[src/rtl/spi_port_pkg.sv]
package spi_port_pkg;
  typedef struct packed {
    logic       done;    // bit 7
    logic       coll;    // bit 6
    logic       en;      // bit 5
    logic       master;  // bit 4
    logic       cpol;    // bit 3
    logic       cpha;    // bit 2
    logic [1:0] rate;    // bits 1:0
  } ctrl_t;

  localparam logic [7:0] CTRL_RST  = 8'h05;
  localparam logic       ADDR_CTRL = 1'b0;
  localparam logic       ADDR_DATA = 1'b1;
endpackage

[src/rtl/spi_port_sync.sv]
module spi_port_sync #(
  parameter int              W       = 1,
  parameter int              STAGES  = 2,
  parameter logic [W-1:0]    RST_VAL = '0
) (
  input  logic         clk,
  input  logic         rst_n,
  input  logic [W-1:0] d,
  output logic [W-1:0] q
);
  logic [W-1:0] stg_q [STAGES];

  generate
    for (genvar s = 0; s < STAGES; s++) begin : g_stage
      if (s == 0) begin : g_first
        always_ff @(posedge clk or negedge rst_n)
          if (!rst_n) stg_q[s] <= RST_VAL;
          else        stg_q[s] <= d;
      end else begin : g_next
        always_ff @(posedge clk or negedge rst_n)
          if (!rst_n) stg_q[s] <= RST_VAL;
          else        stg_q[s] <= stg_q[s-1];
      end
    end
  endgenerate

  assign q = stg_q[STAGES-1];
endmodule

[src/rtl/spi_port_clkgen.sv]
module spi_port_clkgen #(
  parameter int RATE_W = 2
) (
  input  logic              clk,
  input  logic              rst_n,
  input  logic              run,
  input  logic [RATE_W-1:0] rate,
  output logic              tick
);
  localparam int CNT_W = (1 << RATE_W) - 1;

  logic [CNT_W-1:0] cnt_q, cnt_d, limit;

  assign limit = CNT_W'((32'd1 << rate) - 32'd1);
  assign tick  = run && (cnt_q == limit);

  always_comb begin
    cnt_d = cnt_q;
    if (!run || tick) cnt_d = '0;
    else              cnt_d = cnt_q + 1'b1;
  end

  always_ff @(posedge clk or negedge rst_n)
    if (!rst_n) cnt_q <= '0;
    else        cnt_q <= cnt_d;

  AST_TICK_SPACING: assert property (@(posedge clk) disable iff (!rst_n)
    tick |=> !tick || (limit == '0));
endmodule

[src/rtl/spi_port_shifter.sv]
module spi_port_shifter #(
  parameter int FRAME_W = 8
) (
  input  logic               clk,
  input  logic               rst_n,
  input  logic               clear,
  input  logic               lead,
  input  logic               trail,
  input  logic               cpha,
  input  logic               sin,
  input  logic               load,
  input  logic [FRAME_W-1:0] load_val,
  output logic [FRAME_W-1:0] sr_o,
  output logic               act_o,
  output logic               frame_end
);
  localparam int              BC_W = $clog2(FRAME_W);
  localparam logic [BC_W-1:0] LAST = BC_W'(FRAME_W - 1);

  logic [FRAME_W-1:0] sr_q, sr_d;
  logic [BC_W-1:0]    cnt_q, cnt_d;
  logic               cap_q, cap_d, act_q, act_d;

  assign frame_end = trail && !clear && !load && (cnt_q == LAST);

  always_comb begin
    sr_d  = sr_q;
    cnt_d = cnt_q;
    cap_d = cap_q;
    act_d = act_q;
    if (load) begin
      sr_d  = load_val;
      cnt_d = '0;
      act_d = 1'b0;
    end else if (clear) begin
      cnt_d = '0;
      act_d = 1'b0;
    end else begin
      if (lead) begin
        act_d = 1'b1;
        if (!cpha)              cap_d = sin;
        else if (cnt_q != '0)   sr_d  = {sr_q[FRAME_W-2:0], cap_q};
      end
      if (trail) begin
        cnt_d = (cnt_q == LAST) ? '0 : cnt_q + 1'b1;
        if (cnt_q == LAST) act_d = 1'b0;
        if (!cpha) begin
          sr_d = {sr_q[FRAME_W-2:0], cap_q};
        end else begin
          cap_d = sin;
          if (cnt_q == LAST) sr_d = {sr_q[FRAME_W-2:0], sin};
        end
      end
    end
  end

  always_ff @(posedge clk or negedge rst_n)
    if (!rst_n) begin
      sr_q  <= '0;
      cnt_q <= '0;
      cap_q <= 1'b0;
      act_q <= 1'b0;
    end else begin
      sr_q  <= sr_d;
      cnt_q <= cnt_d;
      cap_q <= cap_d;
      act_q <= act_d;
    end

  assign sr_o  = sr_q;
  assign act_o = act_q;

  AST_END_RESTARTS: assert property (@(posedge clk) disable iff (!rst_n)
    frame_end |=> (cnt_q == '0) && !act_q);
  AST_CLEAR_DROPS: assert property (@(posedge clk) disable iff (!rst_n)
    (clear && !load) |=> (cnt_q == '0) && !act_q);
endmodule

[src/rtl/spi_port_regs.sv]
module spi_port_regs
  import spi_port_pkg::*;
(
  input  logic       clk,
  input  logic       rst_n,
  input  logic       wr,
  input  logic       rd,
  input  logic       addr,
  input  logic [7:0] wdata,
  input  logic       busy,
  input  logic       frame_end,
  output ctrl_t      ctrl_o
);
  ctrl_t ctrl_q, ctrl_d, wv;

  assign wv = ctrl_t'(wdata);

  always_comb begin
    ctrl_d = ctrl_q;
    if (wr && addr == ADDR_CTRL) begin
      ctrl_d.en     = wv.en;
      ctrl_d.master = wv.master;
      ctrl_d.cpol   = wv.cpol;
      ctrl_d.cpha   = wv.cpha;
      ctrl_d.rate   = wv.rate;
      if (!wv.done) ctrl_d.done = 1'b0;
      if (!wv.coll) ctrl_d.coll = 1'b0;
    end
    if (rd && addr == ADDR_DATA)          ctrl_d.done = 1'b0;
    if (wr && addr == ADDR_DATA && busy)  ctrl_d.coll = 1'b1;
    if (frame_end)                        ctrl_d.done = 1'b1;
  end

  always_ff @(posedge clk or negedge rst_n)
    if (!rst_n) ctrl_q <= ctrl_t'(CTRL_RST);
    else        ctrl_q <= ctrl_d;

  assign ctrl_o = ctrl_q;

  AST_COLL_SET: assert property (@(posedge clk) disable iff (!rst_n)
    (wr && addr == ADDR_DATA && busy) |=> ctrl_q.coll);
  AST_COLL_STICKY: assert property (@(posedge clk) disable iff (!rst_n)
    (ctrl_q.coll && !(wr && addr == ADDR_CTRL && !wdata[6])) |=> ctrl_q.coll);
  AST_DONE_SET: assert property (@(posedge clk) disable iff (!rst_n)
    frame_end |=> ctrl_q.done);
endmodule

[src/rtl/spi_port.sv]
module spi_port
  import spi_port_pkg::*;
#(
  parameter int DATA_W      = 8,
  parameter int SYNC_STAGES = 2
) (
  input  logic              clk,
  input  logic              rst_n,
  input  logic              reg_addr,
  input  logic              reg_wr,
  input  logic              reg_rd,
  input  logic [DATA_W-1:0] reg_wdata,
  output logic [DATA_W-1:0] reg_rdata,
  output logic              irq,
  input  logic              sclk_i,
  output logic              sclk_o,
  output logic              sclk_oe,
  input  logic              mosi_i,
  output logic              mosi_o,
  output logic              mosi_oe,
  input  logic              miso_i,
  output logic              miso_o,
  output logic              miso_oe,
  input  logic              ss_n_i
);
  localparam int RATE_W = 2;

  // reset: asserted asynchronously, released on a clock edge
  logic [1:0] rst_pipe;
  logic       rst_q;
  always_ff @(posedge clk or negedge rst_n)
    if (!rst_n) rst_pipe <= 2'b00;
    else        rst_pipe <= {rst_pipe[0], 1'b1};
  assign rst_q = rst_pipe[1];

  // pin synchronisers: {ss_n, mosi, sclk}
  logic [2:0] pins_s;
  logic       ss_s, mosi_s, sclk_s;
  spi_port_sync #(.W(3), .STAGES(SYNC_STAGES), .RST_VAL(3'b100)) u_sync (
    .clk(clk), .rst_n(rst_q), .d({ss_n_i, mosi_i, sclk_i}), .q(pins_s));
  assign {ss_s, mosi_s, sclk_s} = pins_s;

  ctrl_t             ctrl;
  logic              master_mode, slave_mode, ss_act, busy;
  logic              run_q, run_d, phase_q, phase_d, sclk_prev_q;
  logic              tick, m_lead, m_trail, s_lvl, s_prev, s_lead, s_trail;
  logic              lead, trail, load, clear, sin, frame_end, sh_act;
  logic [DATA_W-1:0] sr;

  assign master_mode = ctrl.en && ctrl.master;
  assign slave_mode  = ctrl.en && !ctrl.master;
  assign ss_act      = slave_mode && !ss_s;
  assign busy        = master_mode ? run_q : sh_act;
  assign load        = reg_wr && (reg_addr == ADDR_DATA) && !busy;

  spi_port_regs u_regs (
    .clk(clk), .rst_n(rst_q), .wr(reg_wr), .rd(reg_rd), .addr(reg_addr),
    .wdata(reg_wdata[7:0]), .busy(busy), .frame_end(frame_end), .ctrl_o(ctrl));

  spi_port_clkgen #(.RATE_W(RATE_W)) u_clkgen (
    .clk(clk), .rst_n(rst_q), .run(run_q), .rate(ctrl.rate), .tick(tick));

  // master edge generation
  assign m_lead  = tick && !phase_q;
  assign m_trail = tick &&  phase_q;

  // slave edge detection, relative to the idle level
  assign s_lvl   = sclk_s ^ ctrl.cpol;
  assign s_prev  = sclk_prev_q ^ ctrl.cpol;
  assign s_lead  = ss_act &&  s_lvl && !s_prev;
  assign s_trail = ss_act && !s_lvl &&  s_prev;

  assign lead  = master_mode ? m_lead  : s_lead;
  assign trail = master_mode ? m_trail : s_trail;
  assign clear = !ctrl.en || (slave_mode && ss_s);
  assign sin   = master_mode ? miso_i : mosi_s;

  always_comb begin
    run_d   = run_q;
    phase_d = phase_q;
    if (!master_mode)   run_d = 1'b0;
    else if (load)      run_d = 1'b1;
    else if (frame_end) run_d = 1'b0;
    if (!run_q)         phase_d = 1'b0;
    else if (tick)      phase_d = !phase_q;
  end

  always_ff @(posedge clk or negedge rst_q)
    if (!rst_q) begin
      run_q       <= 1'b0;
      phase_q     <= 1'b0;
      sclk_prev_q <= 1'b0;
    end else begin
      run_q       <= run_d;
      phase_q     <= phase_d;
      sclk_prev_q <= sclk_s;
    end

  spi_port_shifter #(.FRAME_W(DATA_W)) u_shift (
    .clk(clk), .rst_n(rst_q), .clear(clear), .lead(lead), .trail(trail),
    .cpha(ctrl.cpha), .sin(sin), .load(load), .load_val(reg_wdata),
    .sr_o(sr), .act_o(sh_act), .frame_end(frame_end));

  assign sclk_o    = ctrl.cpol ^ phase_q;
  assign sclk_oe   = master_mode;
  assign mosi_o    = sr[DATA_W-1];
  assign mosi_oe   = master_mode;
  assign miso_o    = sr[DATA_W-1];
  assign miso_oe   = ss_act;
  assign irq       = ctrl.en && ctrl.done;
  assign reg_rdata = (reg_addr == ADDR_CTRL) ? DATA_W'(ctrl) : sr;

  AST_IDLE_LEVEL: assert property (@(posedge clk) disable iff (!rst_q)
    (master_mode && !run_q) |-> (sclk_o == ctrl.cpol));
  AST_OFF_QUIET: assert property (@(posedge clk) disable iff (!rst_q)
    !ctrl.en |-> !(sclk_oe || mosi_oe || miso_oe));
  AST_OFF_NO_RUN: assert property (@(posedge clk) disable iff (!rst_q)
    !ctrl.en |=> !run_q);
  AST_SLAVE_DESEL_OE: assert property (@(posedge clk) disable iff (!rst_q)
    (slave_mode && ss_s) |-> !miso_oe && !sclk_oe);
endmodule

[config.mk]
export PLATFORM = sky130hd
export DESIGN_NAME = spi_port
export DESIGN_NICKNAME = d
export VERILOG_FILES = /design/src/rtl/spi_port_pkg.sv /design/src/rtl/spi_port_sync.sv /design/src/rtl/spi_port_clkgen.sv /design/src/rtl/spi_port_shifter.sv /design/src/rtl/spi_port_regs.sv /design/src/rtl/spi_port.sv
export SDC_FILE = /design/constraint.sdc
export NUM_CORES = 1
export LEC_CHECK = 0
export BUFFER_PORTS_ARGS = -buffer_cell sky130_fd_sc_hd__buf_2
export CORE_AREA = 2 2 61 63
export DETAILED_ROUTE_END_ITERATION = 8
export DIE_AREA = 0 0 63 65
export PLACE_DENSITY = 0.73
export RECOVER_POWER = 50
export SETUP_SLACK_MARGIN = 0.05
export SYNTH_ARGS = -nofsm -noshare
export SYNTH_HDL_FRONTEND = slang
export SYNTH_SLANG_ARGS = --single-unit
[constraint.sdc]
create_clock -name clk -period 1.2 [get_ports clk]
set_input_delay 0 -clock clk [delete_from_list [all_inputs] [get_ports clk]]
set_output_delay 0 -clock clk [all_outputs]
set_load 0.03 [all_outputs]
Yosys cells after proc, flatten, opt, wreduce, memory -nomap -nowiden
Index checks and enable logic that the tools add are counted.

word-level totals
  word-level logic and storage cells = 112
  input port bits = 17
  output and inout bits = 15
  flip-flop bits (word level) = 35

operators by class
  shifts and indexed selects = 1
  bitwise logic cells = 6
  add/subtract/negate cells = 3
  equal/unequal tests = 7
  muxes and demuxes = 38
  reduce and logical (&&, ||, !) cells = 39

operators by type and width
  cell                   count
  $mux W8                10
  $mux W1                23
  $logic_and A1 B1 Y1    20
  $mux W3                5
  $logic_not A1 Y1       10
  $reduce_bool A3 Y1     3
  $add A3 B1 Y3 const B  2
  $ne A3 B1 Y1 const B   2
  $reduce_and A2 Y1      3
  $ne A2 B1 Y1 const B   2
  $eq A3 B3 Y1           1
  $eq A3 B3 Y1 const B   1
  $not A1 Y1             3
  $shl A1 B2 Y3 const A  1
  $sub A3 B1 Y3 const B  1
  $xor A1 B1 Y1          3
  $logic_or A1 B1 Y1     2
  $ne A2 B2 Y1 const B   1
  $reduce_bool A2 Y1     1

Depth between registers and ports, before layout
Gate-level depths: netlist of run 1.

  depth after elaboration = 12
  depth in mapped cells = 8
  gate-level depth less buffers = 8

Modules after synthesis
Synthesis of run 1 repeated with hierarchy kept, for this count alone.

second synthesis, totals
  cell total of the unflattened synthesis = 157
  area total of the unflattened synthesis = 1,810.5 µm²

by module, submodules not included
  module            sequential area each (µm²)  cells each  area an instance (µm²)  instances
  spi_port_shifter  325.3                       67          704.4                   1
  spi_port          125.1                       41          419.2                   1
  spi_port_regs     202.7                       22          332.8                   1
  spi_port_clkgen   75.1                        18          178.9                   1
  spi_port_sync     152.6                       9           175.2                   1

Worst setup path before layout of run 1
No wires, ideal clock.

  path type = reg-to-reg
  start = register u_regs.ctrl_q (netlist bit u_regs.ctrl_o[4])
  end = register u_shift.cap_q
  setup slack = -1.172 ns
  cell stages (with the launch flop) = 6
  path buffers = 0
  arrival time = 2.244 ns
  required time = 1.072 ns
  clock period less this slack = 2.372 ns
  setup time = 0.128 ns
  cell sequence = dfrtp_1 nor3b_1 a21boi_1 a31oi_2 a211oi_2 mux2_1

between the ends
  word-level cells in the longest chain between the ends = 9
  elaborated cells between the ends (all ways) = 23
  those cells by class = mux (8); bitwise (2); reduce/logical (13)

RTL lines
  element                           line                    source
  start: declaration                spi_port_regs.sv:14     ctrl_t ctrl_q, ctrl_d, wv;
  start signal: assignment          spi_port_regs.sv:35     if (!rst_n) ctrl_q <= ctrl_t'(CTRL_RST);
  start signal: assignment          spi_port_regs.sv:36     else ctrl_q <= ctrl_d;
  $logic_not A1 Y1 (*)              spi_port.sv:51          assign slave_mode = ctrl.en && !ctrl.master;
  $logic_and A1 B1 Y1 (*)           spi_port.sv:51
  $logic_and A1 B1 Y1 (*)           spi_port.sv:52          assign ss_act = slave_mode && !ss_s;
  net miso_oe                       spi_port.sv:23          output logic miso_oe,
  $logic_and A1 B1 Y1 (2 in a row)  spi_port.sv:70          assign s_lead = ss_act && s_lvl && !s_prev;
  $mux W1                           spi_port.sv:73          assign lead = master_mode ? m_lead : s_lead;
  $mux W1                           spi_port_shifter.sv:39  if (lead) begin
  $mux W1                           spi_port_shifter.sv:47  if (!cpha) begin
  $mux W1 (*)                       spi_port_shifter.sv:44  if (trail) begin
  end signal: assignment            spi_port_shifter.sv:66  cap_q <= cap_d;
  end: declaration                  spi_port_shifter.sv:22  logic cap_q, cap_d, act_q, act_d;

The timed path passes the listed nets; every way through them passes the cells marked *.
A chain may end at the register's enable or synchronous reset.

Worst setup path in the final report of run 1
  start = register u_regs.ctrl_q (netlist bit u_regs.ctrl_o[1])
  end = register u_shift.cap_q

between the ends
  word-level cells in the longest chain between the ends = 9
  elaborated cells between the ends (all ways) = 11
  those cells by class = add/sub (1); eq/ne (1); shift (1); mux (5); reduce/logical (3)

RTL lines
  element                  line                    source
  $shl A1 B2 Y3 (*)        spi_port_clkgen.sv:14   assign limit = CNT_W'((32'd1 << rate) - 32'd1);
  $sub A3 B1 Y3 (*)        spi_port_clkgen.sv:14
  $eq A3 B3 Y1 (*)         spi_port_clkgen.sv:15   assign tick = run && (cnt_q == limit);
  $logic_and A1 B1 Y1 (*)  spi_port_clkgen.sv:15
  $logic_and A1 B1 Y1      spi_port.sv:64          assign m_lead = tick && !phase_q;
  $mux W1                  spi_port.sv:73
  $mux W1                  spi_port_shifter.sv:39
  $mux W1                  spi_port_shifter.sv:47
  $mux W1 (*)              spi_port_shifter.sv:44

Every way passes the cells marked *; elsewhere a longest branch is shown, timed or not.

==> results of run 1 <==
[area by class of cell]
type                            instances  area (um^2)
Multi-Input combinational cell        120          996
Clock inverter                          1         5.00
Clock buffer                            7         45.0
Sequential cell                        35          885
Fill cell                             186          606
Tap cell                               48         60.1
Timing Repair Buffer                  101          857
Inverter                               10         42.5
[worst max-delay path: stages (launching register included)]
cell      delay, ns
dfrtp_1        0.42
or4_4          0.52
a21o_1         0.23
o21a_4         0.13
o311a_1        0.31
a211oi_2       0.28
mux2_4         0.33
[through the flow]
step / hold WS, ns / setup TNS, ns
after floorplan: -0.296 / -10.79
after global placement: -0.215 / -12.09
after detailed placement: -0.212 / -13.09
after CTS: 0.0429 / -13.65
after global routing: 0.0531 / -20.24
final: 0.0518 / -18.73
[final timing paths]
| kind | start | endpoint |
|---|---|---|
| worst max-delay path | u_regs.ctrl_o[1] | u_shift.cap_q |
| worst max register to register | u_regs.ctrl_o[1] | u_shift.cap_q |
| max in group asynchronous | rst_pipe[1] | u_regs.ctrl_o[2] |
| min in group asynchronous | rst_pipe[1] | u_sync.stg_q[3] |
| worst min register to register | rst_pipe[1] | u_sync.stg_q[3] |
| worst min-delay path | reg_rd | u_regs.ctrl_o[7] |
[power by group through the flow]
stage | registers, W | clock network [W] | logic (W)
after floorplan | 0.00144 | 0 | 0.000525
after global placement | 0.00143 | 0 | 0.000862
after detailed placement | 0.00144 | 0 | 0.000900
after CTS | 0.00142 | 0.000626 | 0.00117
after global routing | 0.00147 | 0.000679 | 0.00139
final | 0.00145 | 0.000632 | 0.00132
[repair_timing]
action,in CTS,in global routing
endpoints found under the hold margin,20,0
pin swaps,12,11
buffers inserted,9,12
gates cloned,0,0
endpoints found under the setup margin,34,37
resized for setup,64,23
hold buffers,14,0
[cell usage in the layout (no fill, tap or decap), types with 3 or more instances in the layout]
cell type	synthesis	layout
mux2_4	0	6
inv_1	10	8
ha_1	4	4
a21oi_2	0	3
o21ai_1	9	12
nor2_2	0	3
buf_6	0	27
buf_2	2	18
mux2i_1	7	6
dfrtp_2	0	3
a21oi_1	7	3
dlygate4sd3_1	0	14
o21ai_0	9	4
nand3_1	3	3
dfstp_2	4	4
buf_4	2	39
dfrtp_1	31	28
clkbuf_4	0	5
mux2_2	13	8
nand2_1	20	17
nor2_1	8	5
nand2_4	0	3
[logic make-up after synthesis]
logic type,after synthesis
adder cells (fa/ha/maj),4
other,1
multiplexers,21
AO/OA/AOI/OAI,42
buffers and inverters,16
XOR/XNOR,3
AND/OR/NAND/NOR,49
flip-flops,35
[per-layer routing]
layer / track usage [%] / wire length (um) / part of all wire [%]
met5: 0 / 0 / 0
met1: 33.0 / 2240 / 37
met2: 52.4 / 3270 / 54
met4: 12.2 / 213 / 3.5
met3: 7.12 / 302 / 5.0
[registers in the layout, indices dropped and copies added (netlist names), 2 cells and up]
| signal | count |
|---|---|
| u_clkgen.cnt_q | 3 |
| u_shift.cnt_q | 3 |
| u_regs.ctrl_o | 8 |
| u_shift.sr_o | 8 |
| rst_pipe | 2 |
| u_sync.stg_q | 3 |
| u_sync.q | 3 |
==> metrics, run 1 <==
Antenna diodes=0; number of distinct library cells after synthesis=48; Final period util=194%; largest family of logic cells by synthesized area=compound AO/OA/AOI/OAI gates; Clock Path Buffers=2; Reg power frac=42.7%; Global Route Usage Sum=between 20% and 30%; Final Hold Viols=0; share of cells above drive strength 1=52.2%; max cap viols=0; Reg clk slew, reported paths=0.11 ns; status=finished, violations left; Clock Power Share=18.5%; Synth Flop Type=dfrtp_1; internal reg-to-reg setup slack=-1.12 ns; Pre-antenna DRT Iters=4; total I/O pin count=32; P_leak=1.41 nW; global-route wire length before repair=9140 um; IO buf count=31; adder-cell share of the synthesized area=2.80%; later-pin clock latency in the skew report=~0.35 ns; Hold Path Class=input port to flip-flop; Tmin final=2.32 ns; fin area=2890 um^2; Seq/Total Area, Yosys=49.2%; post-synthesis net count=approximately 190; crit path DAT=2.56 ns; EDFF count, synth=0; VDD IR-drop max=around 0.0009 V; Rows=22; total power=0.00341 W; cell count after synthesis=between 150 and 200; post-synthesis mux area share=12.7%; CTS tree=built; total core area=3500 um^2; post-placement cell area=2310 um^2; worst hold path depth=3; Fmax=between 0.4 and 0.5 GHz; DRT iter0 DRCs=144; sw frac=35.0%; final worst setup slack=-1.12 ns; Setup-failing EPs final=32; P per Cell Area=1180 nW/um^2; top fanout value on the critical path=2; root buf cell=clkbuf_4; ranking of synthesized cells by area=dfrtp_1, mux2_2, dfstp_2; number of synthesized register bits=35; Critical Path Sink Type=flip-flop; Yosys top cell area share=approximately 43%; mapped cell area=1790 um^2; total CTS buffers=5; vias per cell=5.69; clk sink count=35; largest net degree at the start of global routing=19; Inst Count DP=between 200 and 300; Setup crit start kind=flip-flop; WP data required=between 1 and 1.5 ns; critical path class=flip-flop to flip-flop; Net count, final=294; internal power=0.00222 W; final WL=roughly 6000 um; Die X=63 um; Net Sw Power=0.00119 W; GP Congestion=0.981; failing checks=setup timing; Initial Util=51.2%; syn_area_per_cell=between 10 and 15 um^2; Post-synth ARST share=100%; Yosys top cell by area=dfrtp_1; htree depth=2; wire per inst=18.7 um; Simple-Gate Fraction of Synth Area=13.8%; DP Wirelength=3490 um; routed vias=about 1,800; number of global-route vias before repair=1,924; count of warnings emitted by yosys=0; GRT overflow=0; most frequent cell after synthesis=dfrtp_1; # DRC=0; post-layout util=82.7%; Setup WS pre-CTS=-0.949 ns; area growth from synthesis to layout=61.5%; Post-Layout Cell Count=322; Worst Clk Skew=around 0.013 ns; cells on worst reg2reg path=6; Post-synth top cells=dfrtp_1, nand2_1, mux2_2, inv_1; Final ANT Viol Nets=0; Max Slew Vio Count=0; initial antenna violation count=0; RSZ-0062 raised after global routing=yes; XOR/XNOR Fraction of Synth Area=1.47%; Compound-Gate Fraction of Synth Area=15.9%; Die Ht=65 um; Combinational Power Share=38.8%; Die Area=slightly above 4000 um^2
No activity file was read; power rests on OpenSTA's default activity.
==> run 2, diff against run 1 <==
--- a/config.mk
+++ b/config.mk
@@ -5,13 +5,15 @@
 export SDC_FILE = /design/constraint.sdc
 export NUM_CORES = 1
 export LEC_CHECK = 0
+export ABC_AREA = 1
 export BUFFER_PORTS_ARGS = -buffer_cell sky130_fd_sc_hd__buf_2
-export CORE_AREA = 2 2 61 63
+export CORE_AREA = 2 2 63 65
 export DETAILED_ROUTE_END_ITERATION = 8
-export DIE_AREA = 0 0 63 65
-export PLACE_DENSITY = 0.73
+export DIE_AREA = 0 0 65 67
+export PLACE_DENSITY = 0.74
 export RECOVER_POWER = 50
 export SETUP_SLACK_MARGIN = 0.05
+export SKIP_LAST_GASP = 1
 export SYNTH_ARGS = -nofsm -noshare
 export SYNTH_HDL_FRONTEND = slang
 export SYNTH_SLANG_ARGS = --single-unit
==> run 2 against run 1 <==
The run still ends with setup timing left. Synthesized cell count is 46% higher. Final area up 3.0%. Clock power is 40% higher. Sequential cell count is the same. First-iteration DRC count rose by 31%. Largest power group unchanged. Final cell count up 20%. Critical path type unchanged. Non-clock buffer count shrank 13.
==> metrics, run 2 <==
status=finished, violations left (unchanged); failing checks=setup timing (unchanged); Die Ht=67 um (was 65 um); sw frac=36.8% (was 35.0%); internal reg-to-reg setup slack=-0.61 ns (was -1.12 ns); most frequent cells in the layout=nand2_1, inv_1, buf_4, dfrtp_1, buf_6 (was buf_4, dfrtp_1, buf_6, buf_2, nand2_1); largest net degree at the start of global routing=34 (was 19); max cap viols=0 (unchanged); worst relative slew slack=42.5%; Tmin final=1.81 ns (was 2.32 ns); highest metal used=met4 (unchanged); cells on worst reg2reg path=11 (was 6); Combinational Power Share=38.3% (was 38.8%); WL met2=3320 um (was 3270 um); later-pin clock latency in the skew report=0.29 ns (was 0.35 ns); slowest cell on the critical path=dfstp_2 (was or4_4); Worst Clk Skew=0.00991 ns (was 0.0134 ns); final worst setup slack=-0.606 ns (was -1.12 ns); VDD IR-drop max=0.00102 V (was 0.000897 V); Yosys top cell by area=dfrtp_1 (unchanged); IO buf count=31 (unchanged); Clock Path Buffers=2 (unchanged); htree depth=2 (unchanged); wire per inst=16.4 um (was 18.7 um); Initial Util=54.5% (was 51.2%); Critical Path Sink Type=flip-flop (unchanged); Final ANT Viol Nets=0 (unchanged); Yosys top cell area share=39.4% (was 43.4%); Die Area=4360 um^2 (was 4100 um^2); number of distinct library cells after synthesis=37 (was 48); Final Hold Viols=0 (unchanged); worst slew pin tran=around 0.86 ns; total CTS buffers=5 (unchanged); crit path DAT=1.98 ns (was 2.56 ns); Die X=65 um (was 63 um); final WL=6350 um (was 6030 um); post-placement cell area=2420 um^2 (was 2310 um^2); clk sink count=35 (unchanged); syn_area_per_cell=7.90 um^2 (was 10.5 um^2); delay-heaviest family, CP=simple AND/OR/NAND/NOR gates (was compound AO/OA/AOI/OAI gates); Crit path depth=11 (was 6); Hold Path Class=input port to flip-flop (unchanged); count of warnings emitted by yosys=0 (unchanged); R2R Path Start=u_regs.ctrl_o[0] (was u_regs.ctrl_o[1]); area growth from synthesis to layout=51.3% (was 61.5%); Clock Power Share=23.2% (was 18.5%); CTS tree=built (unchanged); commonest non-fill, non-tap cell in the layout=nand2_1 (was buf_4); ranking of synthesized cells by area=dfrtp_1, nand2_1, inv_1 (was dfrtp_1, mux2_2, dfstp_2); critical path class=flip-flop to flip-flop (unchanged); Final period util=151% (was 194%); top fanout value on the critical path=8 (was 2); Rows=22 (unchanged); CP peak stage delay=0.57 ns (was 0.52 ns); Setup-failing EPs final=26 (was 32); DRT iter0 DRCs=189 (was 144); cell count after synthesis=249 (was 171); total I/O pin count=32 (unchanged); GRT overflow=0 (unchanged); P per Cell Area=1280 nW/um^2 (was 1180 nW/um^2); Antenna diodes=0 (unchanged); share of cells above drive strength 1=43.7% (was 52.2%); routed vias=2,136 (was 1,832); mapped cell area=1970 um^2 (was 1790 um^2); Fmax=0.554 GHz (was 0.431 GHz); number of global-route vias before repair=1,988 (was 1,924); Reg power frac=38.4% (was 42.7%); RSZ-0062 raised after global routing=yes (unchanged); initial antenna violation count=0 (unchanged); P_leak=1.50 nW (was 1.41 nW); Global Route Usage Sum=28.4% (was 29.2%); GP Congestion=0.863 (was 0.981); number of synthesized register bits=35 (unchanged); Post-synth ARST share=100% (unchanged); Synth Flop Type=dfrtp_1 (unchanged); # DRC=0 (unchanged); total core area=3610 um^2 (was 3500 um^2); vias per cell=5.52 (was 5.69); Seq/Total Area, Yosys=44.8% (was 49.2%); detailed-routing wirelength on met1=2420 um (was 2240 um); DP Wirelength=3400 um (was 3490 um); fin area=2980 um^2 (was 2890 um^2); global-route wire length before repair=9110 um (was 9140 um); post-synthesis net count=270 (was 192); crit path to=u_shift.sr_o[1] (was u_shift.cap_q); WP data required=1.38 ns (was 1.43 ns); Pre-antenna DRT Iters=5 (was 4); met3 WL=455 um (was 302 um); Max Slew Vio Count=0 (unchanged); Critical Path Start=u_regs.ctrl_o[0] (was u_regs.ctrl_o[1]); CP Cell Sequence=nand2_1 -> nand2_1 -> nand2_2 -> inv_2 -> nand4_1 -> nand2_2 -> nand3_4 -> nand2_8 -> nand2_2 -> nand3_2 -> nand2_1 (was or4_4 -> a21o_1 -> o21a_4 -> o311a_1 -> a211oi_2 -> mux2_4); Hold WS=0.00189 ns (was 0.0518 ns); most frequent cell after synthesis=nand2_1 (was dfrtp_1); Net count, final=359 (was 294); EDFF count, synth=0 (unchanged); internal power=0.00240 W (was 0.00222 W); root buf cell=clkbuf_8 (was clkbuf_4); Setup crit start kind=flip-flop (unchanged); Post-synth top cells=nand2_1, inv_1, dfrtp_1, nand3_1, o21ai_0 (was dfrtp_1, nand2_1, mux2_2, inv_1); CP bufs+invs=1 (was 0); Net Sw Power=0.00140 W (was 0.00119 W); reg2reg end=u_shift.sr_o[1] (was u_shift.cap_q); Reg clk slew, reported paths=0.08 ns (was 0.11 ns)
## run 2: cell types whose count changed in the layout (fill, tap and decap cells not counted), sizes merged, moves of 5 or more
cell / previous run / this run
nand2: 20 / 69
inv: 10 / 46
nand3: 3 / 29
mux2: 14 / 0
buf: 85 / 75
mux2i: 7 / 0
o21ai: 19 / 24
o22ai: 0 / 5
## run 2: through the flow
step | std cells | setup TNS [ns] | utilization [%] | setup WS, ns | power (W)
finish | 387 | -8.80 | 82.5 | -0.606 | 0.00380
global route | 387 | -10.25 | 82.5 | -0.641 | 0.00398
floorplan | 249 | -5.15 | - | -0.420 | 0.00215
detailed placement | 353 | -6.68 | 67.0 | -0.522 | 0.00254
CTS | 379 | -6.44 | 78.3 | -0.454 | 0.00361
global placement | 353 | -5.20 | 67.0 | -0.390 | 0.00252
## run 2: routing by layer
layer	global-route usage [%]	vias to the layer above
met1	31.4	1015
met2	52.4	140
met4	11.7	0
li1	-	961
met3	6.25	20
met5	0	-
## run 2: worst min-delay path by stage
stage                      start          endpoint  slack [ns]  depth (start not counted)
finish              reg_wdata[1]  u_regs.ctrl_o[1]       0.002                          3
global route        reg_wdata[3]  u_regs.ctrl_o[3]        0.03                          3
CTS                        rst_n       rst_pipe[0]        0.02                          2
detailed placement         rst_n       rst_pipe[0]       -0.21                          1
global placement           rst_n       rst_pipe[0]       -0.21                          1
floorplan                  rst_n       rst_pipe[0]       -0.30                          0
## run 2: worst register-to-register path, delay by kind of cell (launching register included)
family                 cells  cell delay [ns]
AND/OR/NAND/NOR           10             1.07
flip-flops                 1             0.57
buffers and inverters      1             0.06
## run 2: layout make-up
| cell class | instances | area (um^2) |
|---|---|---|
| Clock buffer | 7 | 86.3 |
| Clock inverter | 1 | 5.00 |
| Fill cell | 189 | 629 |
| Inverter | 46 | 178 |
| Multi-Input combinational cell | 162 | 1030 |
| Sequential cell | 35 | 886 |
| Tap cell | 48 | 60.1 |
| Timing Repair Buffer | 88 | 734 |
## run 2: cells by family (layout without fill, tap and decap cells)
kind of cell / Yosys count / count (layout) / share of synthesized area (%)
xor gates and xnor gates: 4 / 4 / 1.78
AOI/OAI and AO/OA: 34 / 35 / 9.99
buffers and inverters: 53 / 142 / 11.1
other: 1 / 1 / 0.191
DFF: 35 / 35 / 44.8
adders and majority gates: 4 / 4 / 2.54
and+or+nand+nor: 118 / 118 / 29.6
## run 2: power by group through the flow
stage / Clock (W) / Combinational, W / Sequential (W)
5_1_grt: 0.000956 / 0.00155 / 0.00147
3_5_place_dp: 0 / 0.00108 / 0.00146
6_report: 0.000882 / 0.00146 / 0.00146
4_1_cts: 0.000895 / 0.00127 / 0.00144
3_3_place_gp: 0 / 0.00107 / 0.00145
2_1_floorplan: 0 / 0.000693 / 0.00146
## run 2: what timing repair did
action                                  CTS  global route
pin swaps                                 8            15
gates resized for setup                  52            32
gates cloned                              0             1
hold endpoints to repair                 11             0
endpoints found under the setup margin   30            30
hold buffers                             11             0
setup buffers                             9            10
==> run 3, diff against run 2 <==
--- a/config.mk
+++ b/config.mk
@@ -7,13 +7,14 @@
 export LEC_CHECK = 0
 export ABC_AREA = 1
 export BUFFER_PORTS_ARGS = -buffer_cell sky130_fd_sc_hd__buf_2
-export CORE_AREA = 2 2 63 65
+export CORE_AREA = 2 2 64 66
 export DETAILED_ROUTE_END_ITERATION = 8
-export DIE_AREA = 0 0 65 67
-export PLACE_DENSITY = 0.74
+export DIE_AREA = 0 0 66 68
+export PLACE_DENSITY = 0.75
 export RECOVER_POWER = 50
 export SETUP_SLACK_MARGIN = 0.05
 export SKIP_LAST_GASP = 1
 export SYNTH_ARGS = -nofsm -noshare
 export SYNTH_HDL_FRONTEND = slang
+export SYNTH_HIERARCHICAL = 1
 export SYNTH_SLANG_ARGS = --single-unit
==> run 3 against run 2 <==
The run still ends with setup timing left. Die area grew 3.1%. Sequential power is essentially flat. Core utilization shrank 3.0 points. Register-to-register slack lost 0.12 ns. Largest cell class unchanged.
==> metrics, run 3 <==
slowest cell on the critical path=dfstp_2 (unchanged); Yosys top cell by area=dfrtp_1 (unchanged); commonest non-fill, non-tap cell in the layout=nand2_1 (unchanged); cells on worst reg2reg path=16 (was 11); Antenna diodes=0 (unchanged); syn_area_per_cell=7.83 um^2 (was 7.90 um^2); reg2reg end=u_shift/sr_o[0] (was u_shift.sr_o[1]); share of cells above drive strength 1=41.3% (was 43.7%); CP bufs+invs=3 (was 1); cell count after synthesis=261 (was 249); largest net degree at the start of global routing=34 (unchanged); global-route wire length before repair=8910 um (was 9110 um); Combinational Power Share=34.5% (was 38.3%); ranking of synthesized cells by area=dfrtp_1, nand2_1, nand3_1 (was dfrtp_1, nand2_1, inv_1); delay-heaviest family, CP=simple AND/OR/NAND/NOR gates (unchanged); Rows=23 (was 22); Die Area=4490 um^2 (was 4360 um^2); clk sink count=35 (unchanged); status=finished, violations left (unchanged); Critical Path Start=u_regs/ctrl_o[0] (was u_regs.ctrl_o[0]); most frequent cell after synthesis=nand2_1 (unchanged); Reg clk slew, reported paths=0.08 ns (about the same); critical path class=flip-flop to flip-flop (unchanged); crit path to=u_shift/sr_o[0] (was u_shift.sr_o[1]); EDFF count, synth=0 (unchanged); Final Hold Viols=0 (unchanged); P per Cell Area=1200 nW/um^2 (was 1280 nW/um^2); # DRC=0 (unchanged); root buf cell=clkbuf_8 (unchanged); Setup WS pre-CTS=-0.754 ns (was -0.522 ns); Synth Flop Type=dfrtp_1 (unchanged); sw frac=34.3% (was 36.8%); P_leak=1.64 nW (was 1.50 nW); Post-Layout Cell Count=411 (was 387); top fanout value on the critical path=6 (was 8); total CTS buffers=5 (unchanged); Post-synth top cells=nand2_1, inv_1, nand3_1, dfrtp_1 (was nand2_1, inv_1, dfrtp_1, nand3_1, o21ai_0); htree depth=2 (unchanged); Clock Path Buffers=2 (unchanged); internal power=0.00242 W (was 0.00240 W); wire per inst=15.0 um (was 16.4 um); Post-synth ARST share=100% (unchanged); Reg power frac=38.8% (was 38.4%); VDD IR-drop max=0.000836 V (was 0.00102 V); Clock Power Share=26.7% (was 23.2%); Seq/Total Area, Yosys=43.1% (was 44.8%); Yosys top cell area share=38.0% (was 39.4%); Global Route Usage Sum=26.7% (was 28.4%); total core area=3860 um^2 (was 3610 um^2); Hold Path Class=input port to async pin (was input port to flip-flop); Die X=66 um (was 65 um); IO buf count=31 (unchanged); Final ANT Viol Nets=0 (unchanged); Inst Count DP=366 (was 353); Tmin final=1.93 ns (was 1.81 ns); CTS tree=built (unchanged); Fmax=0.518 GHz (was 0.554 GHz); Critical Path Sink Type=flip-flop (unchanged); Initial Util=53.0% (was 54.5%); Final period util=161% (was 151%); mapped cell area=2040 um^2 (was 1970 um^2); most frequent cells in the layout=nand2_1, buf_4, nand3_1, inv_1, dfrtp_1 (was nand2_1, inv_1, buf_4, dfrtp_1, buf_6); worst relative slew slack=44.1% (was 42.5%); final worst setup slack=-0.730 ns (was -0.606 ns); DP Wirelength=3440 um (was 3400 um); area growth from synthesis to layout=50.1% (was 51.3%); Crit path depth=16 (was 11); Max Slew Vio Count=0 (unchanged); vias per cell=5.11 (was 5.52); Setup-failing EPs final=29 (was 26); worst slew pin tran=0.838 ns (was 0.862 ns); later-pin clock latency in the skew report=0.31 ns (was 0.29 ns); routed vias=2,099 (was 2,136); count of warnings emitted by yosys=6 (was 0); Setup crit start kind=flip-flop (unchanged); Die Ht=68 um (was 67 um); Net count, final=381 (was 359); R2R Path Start=u_regs/ctrl_o[0] (was u_regs.ctrl_o[0]); total I/O pin count=32 (unchanged); Net Sw Power=0.00126 W (was 0.00140 W); GRT overflow=0 (unchanged); fill count=257 (was 189); max cap viols=0 (unchanged); number of distinct library cells after synthesis=29 (was 37); most used cell, CP=nand2_1; crit path DAT=2.18 ns (was 1.98 ns); internal reg-to-reg setup slack=-0.73 ns (was -0.61 ns); failing checks=setup timing (unchanged); number of synthesized register bits=35 (unchanged); number of global-route vias before repair=2,007 (was 1,988); RSZ-0062 raised after global routing=yes (unchanged); CP peak stage delay=0.57 ns (about the same); final WL=6180 um (was 6350 um); post-synthesis net count=282 (was 270); WP data required=1.45 ns (was 1.38 ns); initial antenna violation count=0 (unchanged); DRT iter0 DRCs=262 (was 189); Worst Clk Skew=0.0153 ns (was 0.00991 ns); CP Cell Sequence=nand2_1 -> nand2_1 -> nand2_1 -> inv_2 -> nand3_4 -> nor2_4 -> nand2_2 -> inv_2 -> nand2_2 -> nand2_4 -> inv_1 -> nor3_2 -> nor2_1 -> nand2_1 -> nand2_1 -> nand2_1 (was nand2_1 -> nand2_1 -> nand2_2 -> inv_2 -> nand4_1 -> nand2_2 -> nand3_4 -> nand2_8 -> nand2_2 -> nand3_2 -> nand2_1); Pre-antenna DRT Iters=4 (was 5); GP Congestion=0.847 (was 0.863)
-- run 3: cell count changes in the layout (fill, tap and decap cells not counted), moves of 5 or more --
cell	delta
nand2_1	+24
nand3_1	+16
inv_1	-7
buf_4	+11
o22ai_1	-5
o21ai_0	-6
nand2_2	-5
nand3_2	-7
-- run 3: worst register-to-register path, stage by stage (launching register included) --
cell	delay, ns
dfstp_2	0.57
nand2_1	0.06
nand2_1	0.06
nand2_1	0.07
inv_2	0.07
nand3_4	0.09
nor2_4	0.14
nand2_2	0.08
inv_2	0.08
nand2_2	0.06
nand2_4	0.10
inv_1	0.08
nor3_2	0.18
nor2_1	0.09
nand2_1	0.07
nand2_1	0.05
nand2_1	0.05
-- run 3: kinds of logic (layout without fill, tap and decap cells) --
family | after synthesis | count (layout) | synth area share (%)
and+or+nand+nor | 146 | 146 | 32.6
buffers and inverters | 51 | 150 | 12.2
DFF | 35 | 35 | 43.1
AOI/OAI and AO/OA | 15 | 16 | 4.41
muxes | 5 | 5 | 3.31
adders and majority gates | 4 | 4 | 2.45
xor gates and xnor gates | 4 | 4 | 1.71
other | 1 | 1 | 0.184
-- run 3: metrics by stage --
stage | hold slack (ns) | power (W) | setup TNS [ns] | utilization (%) | instance area [um^2]
finish | 0.0146 | 0.00368 | -12.36 | 79.5 | 3070
global route | 0.0319 | 0.00385 | -14.69 | 79.5 | 3070
CTS | 0.0125 | 0.00355 | -10.20 | 76.4 | 2950
detailed placement | -0.213 | 0.00235 | -10.60 | 63.2 | 2440
global placement | -0.214 | 0.00233 | -9.43 | 63.2 | 2440
floorplan | -0.296 | 0.00205 | -7.12 | - | 2050
-- run 3: routing by layer --
| layer | routed length, um | global-route usage, % | up-vias |
|---|---|---|---|
| li1 | - | - | 1011 |
| met1 | 2280 | 31.0 | 964 |
| met2 | 3210 | 47.5 | 102 |
| met3 | 463 | 7.07 | 22 |
| met4 | 225 | 10.5 | 0 |
| met5 | 0 | 0 | - |
-- run 3: timing repair --
| item | 4_1_cts | 5_1_grt |
|---|---|---|
| endpoints found under the setup margin | 29 | 33 |
| resized for setup | 49 | 31 |
| buffers inserted | 18 | 10 |
| pin swaps | 17 | 9 |
| gates cloned | 1 | 0 |
| hold buffers | 13 | 0 |
| endpoints found under the hold margin | 19 | 0 |
-- run 3: how the worst min path moves through the flow --
stage,end,slack [ns],start,cells after the start
2_1_floorplan,rst_pipe[0],-0.30,rst_n,0
3_3_place_gp,rst_pipe[0],-0.21,rst_n,1
3_5_place_dp,rst_pipe[1],-0.21,rst_n,1
4_1_cts,rst_pipe[0],0.01,rst_n,2
5_1_grt,rst_pipe[0],0.03,rst_n,2
6_report,rst_pipe[0],0.01,rst_n,2
-- run 3: power groups by stage --
stage	clock network, W	logic (W)	registers (W)
floorplan	0	0.000601	0.00145
global placement	0	0.000898	0.00143
detailed placement	0	0.000914	0.00144
CTS	0.000983	0.00115	0.00142
global route	0.00105	0.00136	0.00144
finish	0.000982	0.00127	0.00143
-- run 3: area by class of cell --
cell class | instances | area [um^2] | area share [%]
Multi-Input combinational cell | 176 | 1030 | 33.5
Inverter | 41 | 156 | 5.10
Clock buffer | 7 | 96.3 | 3.14
Timing Repair Buffer | 101 | 832 | 27.1
Sequential cell | 35 | 883 | 28.8
Tap cell | 50 | 62.6 | 2.04
Clock inverter | 1 | 7.51 | 0.245
